[src/rtl/jdbg_pkg.sv]
package jdbg_pkg;

    // Which shifter is connected between TDI and TDO
    typedef enum logic [1:0] {
        SEL_BYPASS = 2'd0,
        SEL_CMD    = 2'd1,
        SEL_DATA   = 2'd2
    } path_sel_e;

    // Command byte field positions
    localparam int CMD_RD_BIT   = 7;
    localparam int CMD_WIDE_BIT = 6;

    function automatic logic cmd_is_read(input logic [7:0] c);
        return c[CMD_RD_BIT];
    endfunction

    function automatic logic cmd_is_wide(input logic [7:0] c);
        return c[CMD_WIDE_BIT];
    endfunction

endpackage

[src/rtl/jdbg_halt_latch.sv]
module jdbg_halt_latch #(
    parameter int IR_W = 4,
    parameter logic [IR_W-1:0] IR_HALT = 4'h7
) (
    input  logic            clk,
    input  logic            rst,
    input  logic            update_ir,
    input  logic [IR_W-1:0] ir_code,
    input  logic            granted,
    output logic            halt_req
);
    logic set_req;
    assign set_req = update_ir && (ir_code == IR_HALT);

    always_ff @(posedge clk) begin
        if (rst) halt_req <= 1'b0;
        else     halt_req <= (halt_req | set_req) & ~granted;
    end

    p_halt_hold_r2: assert property (@(posedge clk) disable iff (rst)
        (halt_req && !granted) |=> halt_req);
    p_halt_clear_r2: assert property (@(posedge clk) disable iff (rst)
        granted |=> !halt_req);
endmodule

[src/rtl/jdbg_shifter.sv]
module jdbg_shifter
    import jdbg_pkg::*;
#(
    parameter int CMD_W  = 8,
    parameter int DATA_W = 16
) (
    input  logic              clk,
    input  logic              rst,
    input  path_sel_e         sel,
    input  logic              capture,
    input  logic              shift,
    input  logic              load_rd,
    input  logic              tdi,
    input  logic [CMD_W-1:0]  status,
    input  logic [DATA_W-1:0] rd_data,
    output logic [DATA_W-1:0] sr,
    output logic              tdo
);
    localparam int PAD_W = DATA_W - CMD_W;

    always_ff @(posedge clk) begin
        if (rst) begin
            sr <= '0;
        end else if (capture) begin
            case (sel)
                SEL_CMD:  sr <= {{PAD_W{1'b0}}, status};
                SEL_DATA: if (load_rd) sr <= rd_data;
                default:  sr <= '0;
            endcase
        end else if (shift) begin
            case (sel)
                SEL_CMD:  sr[CMD_W-1:0] <= {tdi, sr[CMD_W-1:1]};
                SEL_DATA: sr <= {tdi, sr[DATA_W-1:1]};
                default:  sr[0] <= tdi;
            endcase
        end
    end

    // TDO is retimed to the falling edge
    always_ff @(negedge clk) begin
        if (rst) tdo <= 1'b0;
        else     tdo <= sr[0];
    end

    p_bypass_capture_r3: assert property (@(posedge clk) disable iff (rst)
        (capture && sel == SEL_BYPASS) |=> (sr[0] == 1'b0));
endmodule

[src/rtl/jdbg_path_fsm.sv]
module jdbg_path_fsm
    import jdbg_pkg::*;
#(
    parameter int IR_W   = 4,
    parameter int CMD_W  = 8,
    parameter int DATA_W = 16,
    parameter logic [IR_W-1:0] IR_ACCESS = 4'h6
) (
    input  logic              clk,
    input  logic              rst,
    input  logic              tap_reset,
    input  logic              update_ir,
    input  logic              update_dr,
    input  logic [IR_W-1:0]   ir_code,
    input  logic [DATA_W-1:0] sr,
    output path_sel_e         sel,
    output logic [CMD_W-1:0]  cmd,
    output logic [DATA_W-1:0] data,
    output logic              data_we
);
    always_ff @(posedge clk) begin
        if (rst) begin
            sel     <= SEL_BYPASS;
            cmd     <= '0;
            data    <= '0;
            data_we <= 1'b0;
        end else begin
            data_we <= 1'b0;
            if (tap_reset) begin
                sel <= SEL_BYPASS;
                cmd <= '0;
            end else if (update_ir) begin
                sel <= (ir_code == IR_ACCESS) ? SEL_CMD : SEL_BYPASS;
            end else if (update_dr) begin
                case (sel)
                    SEL_CMD: begin
                        cmd <= sr[CMD_W-1:0];
                        sel <= cmd_is_wide(sr[7:0]) ? SEL_DATA : SEL_CMD;
                    end
                    SEL_DATA: begin
                        if (!cmd_is_read(cmd[7:0])) begin
                            data    <= sr;
                            data_we <= 1'b1;
                        end
                        sel <= SEL_CMD;
                    end
                    default: ;
                endcase
            end
        end
    end

    p_bypass_cmd_stable_r3: assert property (@(posedge clk) disable iff (rst)
        (sel == SEL_BYPASS && !tap_reset) |=> $stable(cmd) && !data_we);
    p_wide_next_r5: assert property (@(posedge clk) disable iff (rst)
        (sel == SEL_CMD && update_dr && !tap_reset && !update_ir)
        |=> ((sel == SEL_DATA) == cmd[CMD_WIDE_BIT]));
    p_we_pulse_r6: assert property (@(posedge clk) disable iff (rst)
        data_we |=> !data_we);
    p_data_return_r6: assert property (@(posedge clk) disable iff (rst)
        (sel == SEL_DATA && update_dr && !tap_reset && !update_ir) |=> sel == SEL_CMD);
    p_we_write_only_r7: assert property (@(posedge clk) disable iff (rst)
        data_we |-> !cmd[CMD_RD_BIT]);
    p_tap_reset_r8: assert property (@(posedge clk) disable iff (rst)
        tap_reset |=> (cmd == '0) && sel == SEL_BYPASS);
endmodule

[src/rtl/jdbg_dr_select.sv]
module jdbg_dr_select
    import jdbg_pkg::*;
#(
    parameter int IR_W   = 4,
    parameter int CMD_W  = 8,
    parameter int DATA_W = 16,
    parameter logic [IR_W-1:0] IR_HALT   = 4'h7,
    parameter logic [IR_W-1:0] IR_ACCESS = 4'h6
) (
    input  logic              clk,
    input  logic              rst,
    input  logic              tap_reset_i,
    input  logic              capture_dr_i,
    input  logic              shift_dr_i,
    input  logic              update_dr_i,
    input  logic              update_ir_i,
    input  logic              tdi_i,
    input  logic [IR_W-1:0]   ir_code_i,
    input  logic              halt_granted_i,
    input  logic [CMD_W-1:0]  status_i,
    input  logic [DATA_W-1:0] rd_data_i,
    output logic              tdo_o,
    output logic [CMD_W-1:0]  cmd_o,
    output logic [DATA_W-1:0] data_o,
    output logic              data_we_o,
    output logic              halt_req_o
);
    path_sel_e         sel;
    logic [DATA_W-1:0] sr;
    logic              load_rd;

    assign load_rd = (sel == SEL_DATA) && cmd_is_read(cmd_o[7:0]);

    jdbg_halt_latch #(.IR_W(IR_W), .IR_HALT(IR_HALT)) u_halt (
        .clk(clk), .rst(rst), .update_ir(update_ir_i), .ir_code(ir_code_i),
        .granted(halt_granted_i), .halt_req(halt_req_o)
    );

    jdbg_shifter #(.CMD_W(CMD_W), .DATA_W(DATA_W)) u_shift (
        .clk(clk), .rst(rst), .sel(sel), .capture(capture_dr_i),
        .shift(shift_dr_i), .load_rd(load_rd), .tdi(tdi_i),
        .status(status_i), .rd_data(rd_data_i), .sr(sr), .tdo(tdo_o)
    );

    jdbg_path_fsm #(.IR_W(IR_W), .CMD_W(CMD_W), .DATA_W(DATA_W),
                    .IR_ACCESS(IR_ACCESS)) u_fsm (
        .clk(clk), .rst(rst), .tap_reset(tap_reset_i), .update_ir(update_ir_i),
        .update_dr(update_dr_i), .ir_code(ir_code_i), .sr(sr), .sel(sel),
        .cmd(cmd_o), .data(data_o), .data_we(data_we_o)
    );
endmodule

[config.mk]
export PLATFORM = sky130hd
export DESIGN_NAME = jdbg_dr_select
export DESIGN_NICKNAME = d
export VERILOG_FILES = /design/src/rtl/jdbg_pkg.sv /design/src/rtl/jdbg_halt_latch.sv /design/src/rtl/jdbg_shifter.sv /design/src/rtl/jdbg_path_fsm.sv /design/src/rtl/jdbg_dr_select.sv
export SDC_FILE = /design/constraint.sdc
export NUM_CORES = 1
export LEC_CHECK = 0
export BUFFER_PORTS_ARGS = -buffer_cell sky130_fd_sc_hd__buf_2
export CORE_MARGIN = 3
export CORE_UTILIZATION = 50
export CTS_CLUSTER_SIZE = 25
export DETAILED_ROUTE_END_ITERATION = 16
export GPL_TIMING_DRIVEN = 0
export PLACE_DENSITY = 0.76
export SETUP_SLACK_MARGIN = 0.5
export SYNTH_ARGS = -nofsm -noshare
export SYNTH_HDL_FRONTEND = slang
export SYNTH_SLANG_ARGS = --single-unit
[constraint.sdc]
create_clock -name clk -period 4 [get_ports clk]
set_input_delay 1.2 -clock clk [delete_from_list [all_inputs] [get_ports clk]]
set_output_delay 1.2 -clock clk [all_outputs]
set_load 0.03 [all_outputs]
After elaboration in Yosys (flattened, before gate mapping)
Cells that the tools add are included.
- eq/ne operators: 5
- muxes and demuxes: 13
- bitwise gates (word level): 8
- reduce and logical (&&, ||, !) cells: 16
- operators by type and width (operator ; count):
    $mux W16 ; 3
    $pmux W16 S2 ; 1
    $pmux W7 S2 ; 1
    $reduce_and A3 Y1 ; 3
    $eq A4 B3 Y1 const B ; 2
    $mux W8 ; 1
    $mux W2 ; 3
    $not A1 Y1 ; 6
    $reduce_bool A2 Y1 ; 3
    $reduce_bool A3 Y1 ; 2
    $reduce_and A5 Y1 ; 1
    $reduce_or A5 Y1 ; 1
    $pmux W2 S2 ; 1
    $reduce_and A2 Y1 ; 2
    $reduce_or A2 Y1 ; 2
    $mux W1 ; 3
    $ne A3 B3 Y1 const B ; 1
    $eq A2 B1 Y1 const B ; 1
    $eq A2 B2 Y1 const B ; 1
    $logic_and A1 B1 Y1 ; 2
    $and A1 B1 Y1 ; 1
    $or A1 B1 Y1 ; 1
- bits in registers: 45
- input bits: 37
- output and inout port bits: 27
- word-level logic and storage cells: 51

Depth between registers and ports, before layout
- depth after elaboration: 5
- gate-level depth with buffers: 7
- gate-level depth less buffers: 5

By module
From an unflattened synthesis, not the netlist that was laid out.
- cells, all modules: 235
- area, all modules: 2332.2 sq um
- modules (own cells, without submodules) (module ; instances ; cells each ; area an instance (sq um)):
    jdbg_path_fsm ; 1 ; 109 ; 1169.9
    jdbg_shifter ; 1 ; 120 ; 1099.8
    jdbg_halt_latch ; 1 ; 5 ; 53.8
    jdbg_dr_select ; 1 ; 1 ; 8.8

==> impl_summary.txt <==
----------------------------------------------------
[Run status]
  Result of the run ... complete, but fails checks
  Violated checks ... negative setup slack

[Clocking]
  CTS Sinks ... 45
  Cts hold-fix bufs ... 0
  Worst-skew pair later-pin latency ... 350 ps
  Clock transition at the register clock pins on the worst setup and hold paths after CTS ... 80 ps
  Num CTS Buffers ... 5
  Clock tree from TritonCTS ... done
  Clk buf depth ... 2
  CTS H-Tree Depth ... 2
  Root Driver ... clkbuf_8

[Layout]
  Area Overhead vs Synth ... 23.3%
  Highest-count cells in the layout ignoring fill and taps ... 69 x buf_2, 44 x dfxtp_1, 33 x a21oi_1
  Number of nets in the layout ... 349
  Most common cell after layout, fill and taps aside ... buf_2
  Number of diodes added for antenna fixing ... 0
  Share of layout cells above drive strength 1 ... 29.0%

[Min path]
  Type of the tightest min-delay check ... reg -> reg
  Hold_sp ... u_fsm.data[13]
  Hold Crit Depth ... 2
  Terminating pin of the worst hold path ... u_fsm.data[13]

[STA]
  Max-Slew Margin vs Limit ... 61.2%
  Worst clock skew on the final layout ... 55.3 ps
  Pins over their slew limit ... 0
  Final hold violation count ... 0
  Setup-failing EPs final ... 1
  Pin slew with the least headroom to its limit ... 583 ps
  Unrepaired setup endpoints after global routing ... yes
  Worst Setup Slack, final ... -3.76 ps
  Sum of negative setup slack ... -3.76 ps

[Floorplanning]
  Die extent in x ... 71.4 um
  Rows ... 23
  I/O Pins ... 64
  Core Region ... 4060 um^2
  Die Span Y ... 71.4 um
  Die area ... 5100 um^2
  Starting utilization of the core area ... 52.8%

[Pwr]
  Total Power Consumption ... 0.879 mW
  Standby leakage power ... 1.12 nW
  Cell Pwr Density ... 333 nW/um^2
  Worst supply voltage drop on vdd ... 0.144 mV

[GRT]
  First-pass GRT wire length ... 8890 um
  Grt met3 use ... 4.35%
  Initial antenna violation count ... 0
  Grt met2 use ... 35.0%
  Remaining Overflow, GRT ... 0
  GR peak layer ... met2
  GR Layer Usage met1 ... 29.7%
  Pin count of the biggest net entering global routing ... 14
  Number of global-route vias before repair ... 1880
  Global router's overall resource usage ... 21.9%

[Critical path]
  Critical path cell sequence ... buf_6
  Arr. time, crit path ... 2800 ps
  Family with the most delay on the worst path ... flip-flops
  Depth of the worst register-to-register path ... 1
  Endpoint of the lowest-slack register-to-register path ... u_shift.tdo
  Crit path capture type ... output port
  Worst r2r src ... u_shift.sr[0]
  Maximum cell stage delay along the critical path ... 330 ps
  Crit path depth ... 1
  CP Max Fanout ... 1
  Startpoint type of the worst setup path ... register
  Critical path type ... reg -> out
  Cell type of the slowest stage on the worst timing path ... dfxtp_4
  Setup slack on the worst flop-to-flop path ... 1350 ps
  Data required time of the worst path ... 2800 ps
  Buffering stage count on the worst path with inverters included ... 1

[Routing]
  Number of iterations in the first detailed-routing pass ... 4
  Antenna Violating Nets Remaining ... 0
  Violation count after the first detailed-routing iteration ... 154
  Post-route DRC violation count ... 0
  Total routed wirelength ... 5470 um
  Vias per cell ... 5.75
  Per-cell routed wire length ... 15.2 um
  Via count ... 2071

[Synth]
  Count of synthesis-stage warnings from yosys ... 0
  Count of different cell masters after synthesis ... 35
  Syn_nets ... 280
  Register bit total from synthesis ... 45
  Share of the yosys chip area belonging to registers ... 42.1%
  Combined area of all synthesized cells ... 2140 um^2
  Syn Area/Cell ... 8.92 um^2
  Synthesized netlist cell count ... 240

[Job]
  Number of maximum-capacitance violations ... 0

[Placed design]
  Final HPWL from detailed placement ... 3950 um
  Number of buffers added on ports ... 62
  Placer Congestion ... 0.837
  Setup Slack @ Placement ... 310 ps

----------------------------------------------------
==> through the flow <==
stage               hold WS [ps]  util [%]  area [um^2]  instances
CTS                          478      65.1         2640        360
floorplan                    451         -         2150        240
finish                       477      65.1         2640        360
global route                 507      65.1         2640        360
detailed placement           467      62.3         2530        352
global placement             460      62.3         2530        352
==> what timing repair did <==
item | 4_1_cts | 5_1_grt
gates cloned | 0 | 0
setup buffers | 0 | 0
endpoints found under the setup margin | 1 | 1
gates resized for setup | 2 | 0
pin swaps | 0 | 0
==> cells by family after synthesis <==
kind of cell | synth area share [%]
AOI/OAI and AO/OA | 26.9
adders and majority gates | 1.75
buffers and inverters | 7.89
DFF | 42.1
muxes | 4.21
and+or+nand+nor | 17.1
==> synthesized netlist by cell type <==
| library cell | n | area, um^2 |
|---|---|---|
| buf_2 | 8 | 40.0 |
| clkbuf_1 | 9 | 33.8 |
| dfxtp_1 | 45 | 901 |
| a21oi_1 | 33 | 165 |
| nand4bb_1 | 1 | 11.3 |
| mux2i_1 | 9 | 90.1 |
| and4bb_2 | 1 | 12.5 |
| nor2b_1 | 9 | 56.3 |
| and4b_1 | 2 | 20.0 |
| inv_1 | 5 | 18.8 |
| or2_1 | 1 | 6.26 |
| a221oi_1 | 7 | 61.3 |
| a211o_1 | 1 | 8.76 |
| a22o_4 | 1 | 17.5 |
| o2bb2ai_1 | 1 | 8.76 |
| ha_1 | 3 | 37.5 |
| or2_2 | 1 | 6.26 |
| nand3b_1 | 2 | 15.0 |
| a211oi_1 | 7 | 52.6 |
| nand3_1 | 24 | 120 |
| a311oi_1 | 8 | 70.1 |
| o211ai_1 | 1 | 7.51 |
| a2bb2oi_1 | 1 | 8.76 |
| buf_4 | 5 | 37.5 |
| clkbuf_2 | 1 | 5.00 |
| and2_1 | 1 | 6.26 |
| nor2_1 | 8 | 30.0 |
| nor3_1 | 4 | 20.0 |
| nand2b_1 | 10 | 62.6 |
| a221o_1 | 1 | 10.0 |
| buf_6 | 3 | 33.8 |
| o21ai_0 | 18 | 90.1 |
| a22o_1 | 7 | 61.3 |
| a22oi_1 | 1 | 7.51 |
| a21o_1 | 1 | 7.51 |
==> power by group <==
group	switching (mW)	internal, mW	leakage (nW)
registers	0.0102	0.456	0.366
logic	0.0366	0.0370	0.693
clock network	0.153	0.186	0.0582
total	0.200	0.679	1.12
==> worst max-delay path by stage <==
stage | start | to | slack, ps
3_3_place_gp | u_shift.tdo | tdo_o | 310
2_1_floorplan | u_shift.tdo | tdo_o | 430
3_5_place_dp | u_shift.tdo | tdo_o | 310
4_1_cts | u_shift.tdo | tdo_o | -10
5_1_grt | u_shift.tdo | tdo_o | -30
6_report | u_shift.tdo | tdo_o | -4
==> layout make-up <==
type | instances | area (um^2)
Buffer | 26 | 160
Clock buffer | 6 | 72.6
Clock inverter | 3 | 37.5
Fill cell | 383 | 1420
Inverter | 4 | 15.0
Multi-Input combinational cell | 164 | 1070
Sequential cell | 45 | 905
Tap cell | 50 | 62.6
Timing Repair Buffer | 62 | 317
==> state kept, by name, indices dropped and copies added (netlist names) <==
register	flops
u_fsm.cmd	8
u_fsm.data	16
u_fsm.data_we	1
u_fsm.sel	2
u_halt.halt_req	1
u_shift.sr	16
u_shift.tdo	1
==> per-layer routing <==
metal | vias up | routed length, um
met2 | 65 | 2540
met4 | 0 | 77
met1 | 972 | 2560
met5 | - | 0
li1 | 1026 | -
met3 | 8 | 300
Power figures use the tool's default switching activity.
